<file path="src/rtl/lrb_pkg.sv">
package lrb_pkg;

    typedef enum logic [2:0] {
        BANK_PRI,
        BANK_SEC,
        BANK_CHN,
        BANK_TST,
        BANK_NONE
    } bank_e;

    localparam logic [7:0] PTR_PRI = 8'h00;
    localparam logic [7:0] PTR_SEC = 8'hAA;
    localparam logic [7:0] PTR_CHN = 8'h01;
    localparam logic [7:0] PTR_TST = 8'h02;

    function automatic bank_e decode_ptr(input logic [7:0] code);
        bank_e b;
        case (code)
            PTR_PRI: b = BANK_PRI;
            PTR_SEC: b = BANK_SEC;
            PTR_CHN: b = BANK_CHN;
            PTR_TST: b = BANK_TST;
            default: b = BANK_NONE;
        endcase
        return b;
    endfunction

endpackage

</file>
<file path="src/rtl/lrb_bank_fsm.sv">
module lrb_bank_fsm
    import lrb_pkg::*;
#(
    parameter int DW = 8
) (
    input  logic          clk,
    input  logic          rst_n,
    input  logic          ptr_we,
    input  logic [DW-1:0] wdata,
    output logic [DW-1:0] ptr_q,
    output logic          sel_pri,
    output logic          sel_sec,
    output logic          sel_chn,
    output logic          sel_tst
);

    bank_e state_q, state_d;

    // next state: a pointer write is the only transition
    always_comb begin
        state_d = state_q;
        if (ptr_we) state_d = decode_ptr(8'(wdata));
    end

    // state register
    always_ff @(posedge clk) begin
        if (!rst_n) begin
            state_q <= BANK_PRI;
            ptr_q   <= '0;
        end else begin
            state_q <= state_d;
            if (ptr_we) ptr_q <= wdata;
        end
    end

    // outputs
    always_comb begin
        sel_pri = 1'b0;
        sel_sec = 1'b0;
        sel_chn = 1'b0;
        sel_tst = 1'b0;
        unique case (state_q)
            BANK_PRI:  sel_pri = 1'b1;
            BANK_SEC:  sel_sec = 1'b1;
            BANK_CHN:  sel_chn = 1'b1;
            BANK_TST:  sel_tst = 1'b1;
            BANK_NONE: ;
            default:   ;
        endcase
    end

    assert_ptr_load_R2: assert property (@(posedge clk) disable iff (!rst_n)
        ptr_we |=> (ptr_q == $past(wdata)));

    assert_undef_code_R3: assert property (@(posedge clk) disable iff (!rst_n)
        (ptr_we && (8'(wdata) != PTR_PRI) && (8'(wdata) != PTR_SEC) &&
         (8'(wdata) != PTR_CHN) && (8'(wdata) != PTR_TST))
        |=> !(sel_pri || sel_sec || sel_chn || sel_tst));

    assert_sel_onehot_R3: assert property (@(posedge clk) disable iff (!rst_n)
        $onehot0({sel_pri, sel_sec, sel_chn, sel_tst}));

endmodule

</file>
<file path="src/rtl/lrb_regfile.sv">
module lrb_regfile #(
    parameter int DEPTH = 22,
    parameter int AW    = 5,
    parameter int DW    = 8
) (
    input  logic          clk,
    input  logic          rst_n,
    input  logic          sel,
    input  logic          we,
    input  logic [AW-1:0] addr,
    input  logic [DW-1:0] wdata,
    output logic [DW-1:0] rdata
);

    logic [DW-1:0] mem_q [DEPTH];

    for (genvar i = 0; i < DEPTH; i++) begin : g_reg
        always_ff @(posedge clk) begin
            if (!rst_n)
                mem_q[i] <= '0;
            else if (sel && we && (addr == AW'(i)))
                mem_q[i] <= wdata;
        end
    end

    // addresses at or above DEPTH are reserved and read as zero
    always_comb begin
        rdata = '0;
        for (int i = 0; i < DEPTH; i++)
            if (sel && (addr == AW'(i))) rdata = mem_q[i];
    end

    assert_reserved_zero_R4: assert property (@(posedge clk) disable iff (!rst_n)
        (32'(addr) >= DEPTH) |-> (rdata == '0));

endmodule

</file>
<file path="src/rtl/lrb_chan_bank.sv">
module lrb_chan_bank #(
    parameter int NCH = 8,
    parameter int AW  = 5,
    parameter int DW  = 8
) (
    input  logic           clk,
    input  logic           rst_n,
    input  logic           sel,
    input  logic           we,
    input  logic           re,
    input  logic [AW-1:0]  addr,
    input  logic [DW-1:0]  wdata,
    input  logic [NCH-1:0] ev,
    output logic [DW-1:0]  rdata,
    output logic [NCH-1:0] ja_en,
    output logic [NCH-1:0] rx_inv,
    output logic [NCH-1:0] tx_inv,
    output logic           irq
);

    localparam logic [AW-1:0] A_JA    = AW'(5'h00);
    localparam logic [AW-1:0] A_RXINV = AW'(5'h01);
    localparam logic [AW-1:0] A_TXINV = AW'(5'h02);
    localparam logic [AW-1:0] A_MASK  = AW'(5'h03);
    localparam logic [AW-1:0] A_LVS   = AW'(5'h12);
    localparam logic [AW-1:0] A_ICTL  = AW'(5'h1E);

    logic [NCH-1:0] ja_q, rxi_q, txi_q, mask_q, stat_q;
    logic           cow_q;
    logic           irq_q;
    logic           wr_hit_lvs, rd_hit_lvs, clr_rd, clr_wr;

    assign wr_hit_lvs = sel && we && (addr == A_LVS);
    assign rd_hit_lvs = sel && re && (addr == A_LVS);
    assign clr_rd     = rd_hit_lvs && !cow_q;
    assign clr_wr     = wr_hit_lvs && cow_q;

    always_ff @(posedge clk) begin
        if (!rst_n) begin
            ja_q   <= '0;
            rxi_q  <= '0;
            txi_q  <= '0;
            mask_q <= '0;
            cow_q  <= 1'b0;
        end else if (sel && we) begin
            case (addr)
                A_JA:    ja_q   <= wdata[NCH-1:0];
                A_RXINV: rxi_q  <= wdata[NCH-1:0];
                A_TXINV: txi_q  <= wdata[NCH-1:0];
                A_MASK:  mask_q <= wdata[NCH-1:0];
                A_ICTL:  cow_q  <= wdata[0];
                default: ;
            endcase
        end
    end

    // per-channel status: event beats clear
    for (genvar ch = 0; ch < NCH; ch++) begin : g_stat
        always_ff @(posedge clk) begin
            if (!rst_n)
                stat_q[ch] <= 1'b0;
            else if (ev[ch])
                stat_q[ch] <= 1'b1;
            else if (clr_rd || (clr_wr && wdata[ch]))
                stat_q[ch] <= 1'b0;
        end
    end

    always_ff @(posedge clk) begin
        if (!rst_n) irq_q <= 1'b0;
        else        irq_q <= |(stat_q & ~mask_q);
    end

    always_comb begin
        rdata = '0;
        if (sel) begin
            case (addr)
                A_JA:    rdata = DW'(ja_q);
                A_RXINV: rdata = DW'(rxi_q);
                A_TXINV: rdata = DW'(txi_q);
                A_MASK:  rdata = DW'(mask_q);
                A_LVS:   rdata = DW'(stat_q);
                A_ICTL:  rdata = DW'(cow_q);
                default: rdata = '0;
            endcase
        end
    end

    assign ja_en  = ja_q;
    assign rx_inv = rxi_q;
    assign tx_inv = txi_q;
    assign irq    = irq_q;

    assert_event_sets_R6: assert property (@(posedge clk) disable iff (!rst_n)
        1'b1 |=> ((stat_q & $past(ev)) == $past(ev)));

    assert_read_clears_R7: assert property (@(posedge clk) disable iff (!rst_n)
        (sel && re && (addr == A_LVS) && !cow_q) |=> (stat_q == $past(ev)));

    assert_read_keeps_R8: assert property (@(posedge clk) disable iff (!rst_n)
        (sel && re && !we && cow_q) |=> ((stat_q & $past(stat_q)) == $past(stat_q)));

    assert_event_wins_R9: assert property (@(posedge clk) disable iff (!rst_n)
        (sel && we && (addr == A_LVS) && cow_q && ((wdata[NCH-1:0] & ev) != '0))
        |=> ((stat_q & $past(ev)) != '0));

    assert_irq_lag_R10: assert property (@(posedge clk) disable iff (!rst_n)
        1'b1 |=> (irq == $past(|(stat_q & ~mask_q))));

endmodule

</file>
<file path="src/rtl/lineif_regbank.sv">
module lineif_regbank
    import lrb_pkg::*;
#(
    parameter int NCH       = 8,
    parameter int AW        = 5,
    parameter int DW        = 8,
    parameter int PRI_DEPTH = 22,
    parameter int SEC_DEPTH = 7,
    parameter int TST_DEPTH = 8
) (
    input  logic           clk,
    input  logic           rst_n,
    input  logic [AW-1:0]  addr,
    input  logic [DW-1:0]  wdata,
    input  logic           wr_en,
    input  logic           rd_en,
    output logic [DW-1:0]  rdata,
    output logic           rvalid,
    input  logic [NCH-1:0] lv_event,
    output logic [NCH-1:0] ja_en,
    output logic [NCH-1:0] rx_clk_inv,
    output logic [NCH-1:0] tx_clk_inv,
    output logic           irq
);

    localparam logic [AW-1:0] A_PTR = '1;

    logic          hit_ptr, rd_ok, bank_we;
    logic [DW-1:0] ptr_q;
    logic          sel_pri, sel_sec, sel_chn, sel_tst;
    logic [DW-1:0] pri_rd, sec_rd, tst_rd, chn_rd, rd_mux;
    logic [DW-1:0] rdata_q;
    logic          rvalid_q;

    assign hit_ptr = (addr == A_PTR);
    assign rd_ok   = rd_en && !wr_en;
    assign bank_we = wr_en && !hit_ptr;

    lrb_bank_fsm #(.DW(DW)) u_fsm (
        .clk     (clk),
        .rst_n   (rst_n),
        .ptr_we  (wr_en && hit_ptr),
        .wdata   (wdata),
        .ptr_q   (ptr_q),
        .sel_pri (sel_pri),
        .sel_sec (sel_sec),
        .sel_chn (sel_chn),
        .sel_tst (sel_tst)
    );

    lrb_regfile #(.DEPTH(PRI_DEPTH), .AW(AW), .DW(DW)) u_pri (
        .clk(clk), .rst_n(rst_n), .sel(sel_pri), .we(bank_we),
        .addr(addr), .wdata(wdata), .rdata(pri_rd)
    );

    lrb_regfile #(.DEPTH(SEC_DEPTH), .AW(AW), .DW(DW)) u_sec (
        .clk(clk), .rst_n(rst_n), .sel(sel_sec), .we(bank_we),
        .addr(addr), .wdata(wdata), .rdata(sec_rd)
    );

    lrb_regfile #(.DEPTH(TST_DEPTH), .AW(AW), .DW(DW)) u_tst (
        .clk(clk), .rst_n(rst_n), .sel(sel_tst), .we(bank_we),
        .addr(addr), .wdata(wdata), .rdata(tst_rd)
    );

    lrb_chan_bank #(.NCH(NCH), .AW(AW), .DW(DW)) u_chn (
        .clk    (clk),
        .rst_n  (rst_n),
        .sel    (sel_chn && !hit_ptr),
        .we     (wr_en),
        .re     (rd_ok),
        .addr   (addr),
        .wdata  (wdata),
        .ev     (lv_event),
        .rdata  (chn_rd),
        .ja_en  (ja_en),
        .rx_inv (rx_clk_inv),
        .tx_inv (tx_clk_inv),
        .irq    (irq)
    );

    always_comb begin
        if (hit_ptr) rd_mux = ptr_q;
        else         rd_mux = pri_rd | sec_rd | tst_rd | chn_rd;
    end

    always_ff @(posedge clk) begin
        if (!rst_n) begin
            rdata_q  <= '0;
            rvalid_q <= 1'b0;
        end else begin
            rvalid_q <= rd_ok;
            if (rd_ok) rdata_q <= rd_mux;
        end
    end

    assign rdata  = rdata_q;
    assign rvalid = rvalid_q;

    assert_unmapped_zero_R3: assert property (@(posedge clk) disable iff (!rst_n)
        (rd_ok && !hit_ptr && !(sel_pri || sel_sec || sel_chn || sel_tst))
        |=> (rdata == '0));

    assert_read_latency_R11: assert property (@(posedge clk) disable iff (!rst_n)
        rd_en |=> (rvalid == !$past(wr_en)));

    assert_ptr_read_R2: assert property (@(posedge clk) disable iff (!rst_n)
        (rd_ok && hit_ptr) |=> (rdata == $past(ptr_q)));

endmodule

</file>
<file path="config.mk">
export PLATFORM = sky130hd
export DESIGN_NAME = lineif_regbank
export DESIGN_NICKNAME = d
export VERILOG_FILES = /design/src/rtl/lrb_pkg.sv /design/src/rtl/lrb_bank_fsm.sv /design/src/rtl/lrb_regfile.sv /design/src/rtl/lrb_chan_bank.sv /design/src/rtl/lineif_regbank.sv
export SDC_FILE = /design/constraint.sdc
export NUM_CORES = 1
export LEC_CHECK = 0
export BUFFER_PORTS_ARGS = -buffer_cell sky130_fd_sc_hd__buf_4
export CORE_MARGIN = 2
export CORE_UTILIZATION = 61
export DETAILED_ROUTE_END_ITERATION = 6
export HOLD_SLACK_MARGIN = 0.03
export PLACE_DENSITY = 0.79
export SLEW_MARGIN = 20
export SYNTH_ARGS = -nofsm -noshare
export SYNTH_HDL_FRONTEND = slang
export SYNTH_SLANG_ARGS = --single-unit
</file>
<file path="constraint.sdc">
create_clock -name clk -period 4.95 [get_ports clk]
set_clock_uncertainty 0.05 [all_clocks]
set_input_delay 0.2475 -clock clk [delete_from_list [all_inputs] [get_ports clk]]
set_output_delay 0.2475 -clock clk [all_outputs]
set_load 0.05 [all_outputs]
</file>
# [Yosys cells after proc, flatten, opt, wreduce, memory -nomap -nowiden]
# Memory sizes are Yosys's and may differ from the RTL's.
# Cells that the tools add are included.
[classes] n_eq_ne=29 n_mux=210 n_bitwise=42 reduce_logical=123
[ops] op="$mux W8" count=76
[ops] op="$mux W1" count=132
[ops] op="$logic_and A1 B1 Y1" count=95
[ops] op="$pmux W8 S6" count=1
[ops] op="$eq A5 B4 Y1 const B" count=8
[ops] op="$eq A5 B5 Y1 const B" count=8
[ops] op="$or A1 B1 Y1" count=37
[ops] op="$or A8 B8 Y8" count=3
[ops] op="$eq A5 B3 Y1 const B" count=4
[ops] op="$reduce_bool A2 Y1" count=8
[ops] op="$pmux W3 S4" count=1
[ops] op="$eq A5 B2 Y1 const B" count=2
[ops] op="$reduce_and A2 Y1" count=5
[ops] op="$and A8 B8 Y8" count=1
[ops] op="$eq A8 B1 Y1 const B" count=1
[ops] op="$eq A8 B2 Y1 const B" count=1
[ops] op="$eq A8 B8 Y1 const B" count=1
[ops] op="$logic_not A8 Y1" count=1
[ops] op="$logic_or A1 B1 Y1" count=8
[ops] op="$not A8 Y8" count=1
[ops] op="$reduce_or A8 Y1" count=1
[ops] op="$eq A3 B2 Y1 const B" count=2
[ops] op="$eq A5 B1 Y1 const B" count=1
[ops] op="$logic_not A5 Y1" count=1
[ops] op="other kinds (3)" count=5
[totals] register_bits=62 ram_bits=296 in_bits=25 out_inout_bits=34 wordCells=425 n_memories=3
[mem_list] name="u_pri.mem_q" words=22 width=8 rd=22 rd_clocked_by_memory_dff=0 wr=22 line="lrb_regfile.sv:15" text="logic [DW-1:0] mem_q [DEPTH];"
[mem_list] name="u_tst.mem_q" words=8 width=8 rd=8 rd_clocked_by_memory_dff=0 wr=8 line="lrb_regfile.sv:15"
[mem_list] name="u_sec.mem_q" words=7 width=8 rd=7 rd_clocked_by_memory_dff=0 wr=7 line="lrb_regfile.sv:15"

# [Longest topological paths before layout]
[logic_depth] ltp_word=29 mapped_depth=11

# [Hierarchy]
# Synthesis repeated with hierarchy kept, for this count alone.
[hier_totals] hier_cells=1527 hier_area_um2=17758.3
[by_module_without_submodules] mod="lrb_regfile (u_pri)" instances=1 cells_per_inst=743 area_each_um2=8854.7
[by_module_without_submodules] mod="lrb_regfile (u_tst)" instances=1 cells_per_inst=229 area_each_um2=3062.9
[by_module_without_submodules] mod="lrb_regfile (u_sec)" instances=1 cells_per_inst=216 area_each_um2=2716.4
[by_module_without_submodules] mod="lrb_chan_bank" instances=1 cells_per_inst=231 area_each_um2=2109.5
[by_module_without_submodules] mod="lrb_bank_fsm" instances=1 cells_per_inst=53 area_each_um2=520.5
[by_module_without_submodules] mod="lineif_regbank" instances=1 cells_per_inst=55 area_each_um2=494.2

# [Worst setup path after synthesis]
# No wires, ideal clock.
[synth_timing] path_kind="reg2reg" from="reg u_fsm.state_q[2]" to="mem u_sec.mem_q[0][0], enable pin" setup_time_ps=384 arrival_ps=2029 t_required_ps=4516 path_slack_ps=2487 path_stages_with_launch=6 path_buffers=1 synth_period_minus_slack_ps=2463 path_cell_list="dfxtp_1 -> nand2b_1 -> or2_2 -> clkbuf_1 -> or2_2 -> o21ai_0"
[synth_lines] item="start: declaration" line="lrb_bank_fsm.sv:17" text="bank_e state_q, state_d;"
[synth_lines] item="start signal: assignment" line="lrb_bank_fsm.sv:31" text="state_q <= state_d;"
[synth_lines] item="end: declaration" line="lrb_regfile.sv:15"

==> impl_metrics.yaml <==
pwr:
  comb_power_share_pct: 7.0
  power_density_nw_per_um2: 344
  intPower_mw: 5.05
  power.net_switching_mw: 1.51
  vdd.ir_drop.worst_v: 0.000301
  finalPower_mw: 6.56
  pwr-share-seq_pct: 51.8
  total_leakage_power_nw: 6.81
  clock_power_share_pct: 41.3
  netSwitchingFraction_pct: 23.0
die:
  io_pins: 59
  dieHeight_um: 172
  die_w_um: 172
  fp-row-count: 61
  core_area_um2: 27900
  design.die.area_um2: 29700
  initial_utilization_pct: 62.1
setup_path:
  cp-end-kind: "flip-flop"
  path_max_fanout: 11
  arrival_ns: 3.15
  criticalPathCategory: "reg2reg"
  worstSetupStartpointType: "flip-flop"
  required_time_reported_for_the_critical_path_endpoint_ns: 5.05
route:
  via_count: 12800
  routed_via_density: 6.75
  avgRoutedWirePerCell_um: 26.3
  drt_iter0_markers: 2089
  first_pass_detailed_route_iteration_total: 6
  route.detailed.drc: 0
  route.final.wire_length_um: 50000
  final_antenna_net_count: 0
sta:
  setup_violations: 0
  final-max-slew-violation-count: 0
  grt_setup_unrepaired: "false"
  final_period_minus_worst_setup_slack_ns: 3.04
  setup-tns-final_ns: 0
  worst_slew_margin_rel_pct: 25.8
  final_min_period_over_clock_period_pct: 61.5
  slew_worst_pin_ns: 1.10
  finalHoldViolations: 0
  max_clock_freq_mhz: 329
logic_synthesis:
  synth_top_cells_by_area: "edfxtp_1, and2_1, dfxtp_1"
  library_cell_occupying_the_most_area_in_the_post_synthesis_netlist: "edfxtp_1"
  postSynthAreaPerCell_um2: 11.7
  synth-async-reset-ratio_pct: 0
  synth_edf_count: 296
  synth_warnings: 0
  netlist_area_pre_place_um2: 17300
  ys_seq_elements: 358
  synth.net_count: 1505
  yosysSeqAreaShare_pct: 58.5
  synth_cells: 1480
  yosys_top_cell_area_share_pct: 51.3
  ys_top_cells_by_count: "and2_1, edfxtp_1, nor2_1"
  yosys.cell_types.count: 82
  synthMostInstantiatedCell: "and2_1"
  synth_top_flop_cell: "edfxtp_1"
clock_tree:
  clock_insertion_delay_worst_skew_ns: 0.53
  cts_htree_levels: 2
  cts_repair_resize_count: 0
  clock_tree.buffer_depth: 3
  clk_pin_slew_worst_paths_ns: 0.06
  cts_tree: "built"
  cts.sink_count: 358
  cts_inserted_buffers: 37
  ctsRootBufferMaster: "clkbuf_16"
global_routing:
  grt_pass1_wl_um: 74200
  vias_in_the_first_global_route: 12200
  grt_max_degree: 61
  grt_util_all_layers_pct: 33.9
  grt_antenna_before_repair: 0
  overflow: 0
finish:
  nFillCells: 1993
  layout-drive-gt1-share_pct: 12.6
  flow.area_growth_from_synthesis_pct: 10.3
  nNetsFinal: 1520
  diodes: 0
place:
  dp_hpwl_um: 31600
  gp_routability_congestion: 0.933
  port_buffers: 58
outcome:
  outcome: "complete, no violations"
min_path:
  timing.hold.worst.class: "in2reg"
job:
  number_of_maximum_capacitance_constraint_violations: 0
[area by class of cell]
cell class / instances / area (µm²) / share of cell area [%]
Inverter: 14 / 52.6 / 0.275
Multi-Input combinational cell: 996 / 6610 / 34.6
Clock buffer: 49 / 1000 / 5.25
Clock inverter: 15 / 145 / 0.760
Tap cell: 378 / 473 / 2.48
Timing Repair Buffer: 88 / 683 / 3.58
Sequential cell: 358 / 10100 / 53.1
[sequential cells by signal, indices dropped and copies added (netlist names)]
signal	flops
u_fsm.ptr_q	8
rvalid	1
u_chn.tx_inv	8
u_chn.rx_inv	8
u_chn.stat_q	8
u_sec.mem_q	56
u_tst.mem_q	64
u_chn.cow_q	1
u_chn.mask_q	8
rdata	8
u_fsm.state_q	3
u_chn.ja_en	8
u_pri.mem_q	176
u_chn.irq	1
[per-stage QoR]
stage | hold WS [ns] | setup slack [ns] | cell area [µm²] | util, % | instances
global placement | 0.393 | 1.58 | 17900 | 64.1 | 1825
floorplan | 0.322 | 2.49 | 17300 | - | 1480
detailed placement | 0.403 | 1.61 | 17900 | 64.1 | 1825
global route | 0.157 | 1.80 | 19100 | 68.5 | 1898
finish | 0.137 | 1.91 | 19100 | 68.5 | 1898
CTS | 0.123 | 1.88 | 19100 | 68.5 | 1898
[power by group through the flow]
stage | clock network, mW | logic (mW) | registers (mW)
3_3_place_gp | 0 | 0.428 | 3.46
4_1_cts | 2.71 | 0.441 | 3.40
3_5_place_dp | 0 | 0.433 | 3.46
5_1_grt | 2.83 | 0.475 | 3.40
2_1_floorplan | 0 | 0.263 | 3.46
6_report | 2.71 | 0.457 | 3.40
[cells in the final DEF (no fill, tap or decap), types with 20 or more instances in the layout]
master	n
nand2_1	67
a21oi_1	34
o21ai_0	42
o21ai_1	26
nor2_1	88
and3_1	21
nand3_1	59
buf_4	79
a22oi_1	25
mux2i_1	59
dfxtp_1	62
clkbuf_16	37
nor3_1	20
edfxtp_1	296
and2_1	301
[per-layer routing]
layer,global-route usage [%],up-vias,wire length [µm]
li1,-,5493,-
met2,53.0,973,22700
met1,46.5,6185,19300
met5,0,-,0
met3,7.19,164,5960
met4,13.7,0,2020
[timing repair]
item / in CTS / in global routing
setup endpoints to repair: 0 / 0
buffers inserted: 0 / 0
hold buffers: 9 / 0
endpoints found under the hold margin: 10 / 0
[logic make-up (layout without fill, tap and decap cells)]
logic type | Yosys count | count (layout) | share of synthesized area (%)
flip-flops | 358 | 358 | 58.5
XOR/XNOR | 1 | 1 | 0.0506
multiplexers | 85 | 85 | 6.14
AO/OA/AOI/OAI | 275 | 275 | 11.1
AND/OR/NAND/NOR | 635 | 635 | 20.8
buffers and inverters | 126 | 166 | 3.39
[worst max-delay path, cell delays in order, from the launching register on]
cell,delay [ns]
dfxtp_1,0.41
nor3_1,0.68
nand3_1,0.56
o21ai_0,0.96
[worst paths after layout]
path	from	slack (ns)	cells after the start	endpoint
setup / recovery	u_fsm.state_q[0]	1.91	3	u_pri.mem_q[2][17]
hold / removal	rd_en	0.14	2	rvalid
setup reg to reg	u_fsm.state_q[0]	1.91	3	u_pri.mem_q[2][17]
hold reg to reg	u_fsm.ptr_q[2]	0.42	2	u_fsm.ptr_q[2]
No activity file was read; power rests on OpenSTA's default activity.
